===== src/rtl/fsk_wavegen.sv =====
module fsk_wavegen #(
  parameter int W  = 8,
  parameter int CW = 16
) (
  input  logic         clk,
  input  logic         rst_n,
  input  logic         start,
  input  logic         stop,
  input  logic         tick,
  input  logic         legacy,
  input  logic         invert,
  input  logic [W-1:0] fc_high,
  input  logic [W-1:0] fc_low,
  input  logic [W-1:0] bit_clock,
  input  logic         bit_valid,
  input  logic         bit_data,
  input  logic         bit_last,
  output logic         bit_ready,
  output logic         mod_out,
  output logic         busy,
  output logic         cfg_err
);

  localparam logic [W-1:0] LEG_SHORT = W'(8);
  localparam logic [W-1:0] LEG_LONG  = W'(10);

  logic          have, first, lgc_q, inv_q;
  logic [W-1:0]  fch_q, fcl_q, clk_q;
  logic [W-1:0]  len, pos, waves, tail;
  logic [CW-1:0] modcnt;

  logic          sel_lo, md_nz, fits, extra, bad, take, last_smp, smp;
  logic [W-1:0]  fc_sel, nw, md, md_div, adj, tail_nx, waves_nx;
  logic [CW-1:0] cnt_nx;

  assign sel_lo   = (bit_data == inv_q);
  assign fc_sel   = lgc_q ? (sel_lo ? LEG_SHORT : LEG_LONG) : (sel_lo ? fcl_q : fch_q);
  assign nw       = lgc_q ? (sel_lo ? W'(6) : W'(5)) : clk_q / fc_sel;
  assign md       = lgc_q ? '0 : clk_q % fc_sel;
  assign md_nz    = (md != '0);
  assign md_div   = md_nz ? md : W'(1);
  assign fits     = ((fc_sel % md_div) == '0);
  assign adj      = fc_sel / md_div;
  assign cnt_nx   = (first ? '0 : modcnt) + CW'(md_nz);
  assign extra    = md_nz && fits && ((cnt_nx % CW'(adj)) == '0);
  assign tail_nx  = (md_nz && !fits) ? md : '0;
  assign waves_nx = nw + W'(extra);

  assign bad       = !legacy && ((fc_high < W'(2)) || (fc_low < W'(2)) || (bit_clock == '0));
  assign bit_ready = busy && !have;
  assign take      = bit_valid && bit_ready;
  assign last_smp  = (pos == len - W'(1));
  assign smp       = lgc_q ? (pos < (len >> 1)) : (pos >= len - (len >> 1));

  always_ff @(posedge clk or negedge rst_n) begin
    if (!rst_n) begin
      busy <= 1'b0; cfg_err <= 1'b0; mod_out <= 1'b0; have <= 1'b0; first <= 1'b0;
      lgc_q <= 1'b0; inv_q <= 1'b0; fch_q <= '0; fcl_q <= '0; clk_q <= '0;
      len <= '0; pos <= '0; waves <= '0; tail <= '0; modcnt <= '0;
    end else if (stop) begin
      busy <= 1'b0; have <= 1'b0; mod_out <= 1'b0;
    end else if (start) begin
      cfg_err <= bad; busy <= !bad; have <= 1'b0; first <= 1'b1; mod_out <= 1'b0;
      lgc_q <= legacy; inv_q <= invert; fch_q <= fc_high; fcl_q <= fc_low; clk_q <= bit_clock;
    end else if (busy) begin
      if (take) begin
        modcnt <= cnt_nx;
        first  <= bit_last;
        pos    <= '0;
        if (waves_nx != '0) begin
          len <= fc_sel; waves <= waves_nx; tail <= tail_nx; have <= 1'b1;
        end else if (tail_nx != '0) begin
          len <= tail_nx; waves <= W'(1); tail <= '0; have <= 1'b1;
        end
      end
      if (tick) begin
        if (have) begin
          mod_out <= smp;
          if (last_smp) begin
            pos <= '0;
            if (waves > W'(1)) waves <= waves - W'(1);
            else if (tail != '0) begin
              len <= tail; tail <= '0;
            end else begin
              have <= 1'b0; waves <= '0;
            end
          end else begin
            pos <= pos + W'(1);
          end
        end else begin
          mod_out <= 1'b0;
        end
      end
    end
  end


  stop_shorts_chk: assert property (@(posedge clk) disable iff (!rst_n)
    stop |=> (!mod_out && !busy));


  bad_period_chk: assert property (@(posedge clk) disable iff (!rst_n)
    (start && !stop && !legacy && (fc_low < W'(2))) |=> (cfg_err && !busy));


  tick_only_chk: assert property (@(posedge clk) disable iff (!rst_n)
    (!tick && !stop && !start) |=> $stable(mod_out));


  idle_low_chk: assert property (@(posedge clk) disable iff (!rst_n)
    !busy |-> !mod_out);


  pos_range_chk: assert property (@(posedge clk) disable iff (!rst_n)
    have |-> (pos < len));

endmodule


===== config.mk =====
export PLATFORM = sky130hd
export DESIGN_NAME = fsk_wavegen
export DESIGN_NICKNAME = d
export VERILOG_FILES = /design/src/rtl/fsk_wavegen.sv
export SDC_FILE = /design/constraint.sdc
export NUM_CORES = 1
export LEC_CHECK = 0
export BUFFER_PORTS_ARGS = -buffer_cell sky130_fd_sc_hd__buf_2
export CORE_UTILIZATION = 45
export DETAILED_ROUTE_END_ITERATION = 10
export SLEW_MARGIN = 20
export SYNTH_ARGS = -nofsm -noshare
export SYNTH_HDL_FRONTEND = slang
export SYNTH_SLANG_ARGS = --single-unit
export TNS_END_PERCENT = 5

===== constraint.sdc =====
create_clock -name clk -period 135.3 [get_ports clk]
set_clock_uncertainty 0.05 [all_clocks]
set_input_delay 6.765 -clock clk [delete_from_list [all_inputs] [get_ports clk]]
set_output_delay 6.765 -clock clk [all_outputs]
set_load 0.005 [all_outputs]

==> results.cfg <==
[cts]
clockBufferDepth = 2
cts.sinks = 79
hold_buffers = 0
cts_tree = yes
cts_max_level = 3
insertion_delay_ps = 340
cts_buffers = 9
post-cts-setup-buffers = 0
post_cts_resize_count = 0
cts_root_buffer = clkbuf_16
path_clk_slew_ps = 70

[timing]
rsz0062_at_grt = no
tightestPinTransition_ps = 1070
tns_ps = 0
finalMaxSlewViolations = 0
post-route-period-util_pct = 58.94
hold_viol_final = 0
period_needed_ps = 79740
setup_violations = 0
relSlewSlack_pct = 28.48
fmax_mhz = 12.54

[cells_and_area]
antenna_cells = 0
drive_gt1_share_pct = 9.897
nFillCells = 3369
finalNetCount = 2277
fin_area_um2 = 16330
syn_to_final_growth_pct = 6.452

[logic_synthesis]
synthMuxAreaShare_pct = 7.357
synth_xor_xnor_area_share_pct = 6.330
syn-mean-instance-area_um2 = 7.643
synth_top_family_by_area = compound AO/OA/AOI/OAI gates
synth_enable_flop_cells = 0
yosys_register_bits = 79
postSynth.asyncResetShare_pct = 100.0
synth.distinct_cells = 107
ys_seq_area_share_pct = 12.89
synth_fp_nets = 2258
yosys.area_share.simple_pct = 24.94
syn_area_um2 = 15340
synthCells = 2007
ys.warnings.count = 0
synth_compound_area_share_pct = 26.97
synthAdderAreaFrac_pct = 17.90
synth_ff_type = dfrtp_1

[critical_path]
endpoint_kind = flip-flop
arrival_ps = 79960
critPathRequiredTime_ps = 135520
cp_max_fo = 21
crit_top_cell = o21a_1
crit_slowest_cell = or4_1
critPathLaunchType = primary input
path_class = primary input to flip-flop
crit_path_max_incr_delay_ps = 1010

[global_routing]
grt_overflow = 0
grt_max_degree = 80
grt_pass1_vias = 14280
antenna_found_initial = 0
grt_pass1_wl_um = 73140
grt_usage_pct = 25.08

[drt]
vias = 15030
drt-wirelength-per-cell_um = 17.74
drt_iter0_drc = 1015
drt_pass1_iterations = 5
drc = 0
finalWirelength_um = 43970
ant_nets = 0
routed_via_density = 6.061

[floorplanning]
coreArea_um2 = 33530
io_pins = 38
dieHeight_um = 186.6
dieArea_um2 = 34830
start_util_pct = 45.75
die_w_um = 186.6
num_rows = 67

[placement]
io_buffers = 37
dp.final_hpwl_um = 34960
place_area_um2 = 16010
place_congestion = 0.9219

[outcome]
status = complete, no violations

[worst_hold_path]
min_path_type = flip-flop to flip-flop

[flow_run]
cap_violations = 0
[per-layer routing]
layer	vias to the layer above	global-route usage [%]	share of wire, %
met5	-	0	0
met4	0	4.445	1.4
met3	38	2.445	4.0
met2	307	41.76	45
met1	7165	35.26	49
li1	7516	-	-
[cell families after synthesis]
logic type,count (synthesis)
simple gates,765
compound gates,601
fa+ha+maj,217
buf+inv,137
xor+xnor,110
mux,98
flops,79
[worst max-delay path, delay by kind of cell]
family / cells / cell delay [ps]
AOI/OAI and AO/OA: 158 / 36770
xor gates and xnor gates: 2 / 610
adders and majority gates: 33 / 10350
buffers and inverters: 22 / 3490
muxes: 8 / 2600
and+or+nand+nor: 86 / 19220
[flip-flops by register name (all words and copies together), names as in the netlist]
signal,count
busy,1
cfg_err,1
clk_q,8
fch_q,8
fcl_q,8
first,1
have,1
inv_q,1
len,8
lgc_q,1
mod_out,1
modcnt,16
pos,8
tail,8
waves,8
[synth_stat cells (27+ instances only)]
cell      instances  area (um^2)
a21o_1           43        322.8
mux2_2           61        686.9
a21oi_1         112        560.5
o21a_1           75        563.0
nand2b_1         44        275.3
dfrtp_1          79         1977
ha_1            213         2665
nand2_1         178        668.1
nor3_1          109        545.5
nor2b_1          39        244.0
o31ai_1          28        210.2
o21ai_0         147        735.7
nor2_1          191        716.9
xor2_1           49        429.2
nand3_1          47        235.2
inv_1            85        319.1
mux2i_1          27        270.3
clkbuf_1         31        116.4
xnor2_1          60        525.5
[cells in the final DEF (no fill, tap or decap), types with 9 or more instances in the layout]
cell type  instances
o22ai_1            9
a21oi_1          111
o31ai_1           28
nor2_1           191
o21a_1            75
a211oi_1          14
nand3_1           47
o211ai_1          18
ha_1             213
nor3b_1            9
a22oi_1           13
clkbuf_16          9
or2_2             12
and3_1            18
nor4_1            20
nand4_1           20
nand2b_1          44
buf_2             36
xnor2_1           60
o31a_1             9
xor2_1            49
a31oi_1           13
nand2_1          178
or3_1             21
inv_1             85
buf_4             17
and2_1            19
nor2b_1           38
dfrtp_1           79
a21o_1            43
or4_1             10
o21ai_0          147
o21bai_1          11
a21boi_0           9
mux2_2            61
nor3_1           108
mux2i_1           27
[cell type report]
type                            instances  area (um^2)  share of cell area, %
Clock inverter                          7        86.33                 0.5287
Multi-Input combinational cell       1791        12820                  78.51
Inverter                               91        341.6                  2.092
Timing Repair Buffer                   54        319.1                  1.954
Tap cell                              448        560.5                  3.433
Clock buffer                            9        225.2                  1.379
Sequential cell                        79         1977                  12.11
[final timing paths]
| path | from | end | slack, ps | cells past startpoint |
|---|---|---|---|---|
| setup reg to reg | inv_q | tail[7] | 61640 | 308 |
| hold / removal | cfg_err | cfg_err | 450 | 1 |
| setup / recovery | bit_data | tail[7] | 55560 | 309 |
| hold reg to reg | cfg_err | cfg_err | 450 | 1 |
| max in group asynchronous | rst_n | first | 128280 | 1 |
| min in group asynchronous | rst_n | fch_q[7] | 6410 | 1 |
[through the flow]
step	hold slack, ps	setup slack [ps]	cells	utilization [%]
2_1_floorplan	392.2	66470	2007	-
3_3_place_gp	431.1	57690	2463	47.76
3_5_place_dp	434.2	56560	2463	47.76
4_1_cts	451.1	56600	2479	48.69
5_1_grt	476.8	49190	2479	48.70
6_report	451.8	55560	2479	48.70
Power is left out: the tool's default activity adds up to more than one toggle a clock period on the data nets, which glitch-free logic cannot reach.
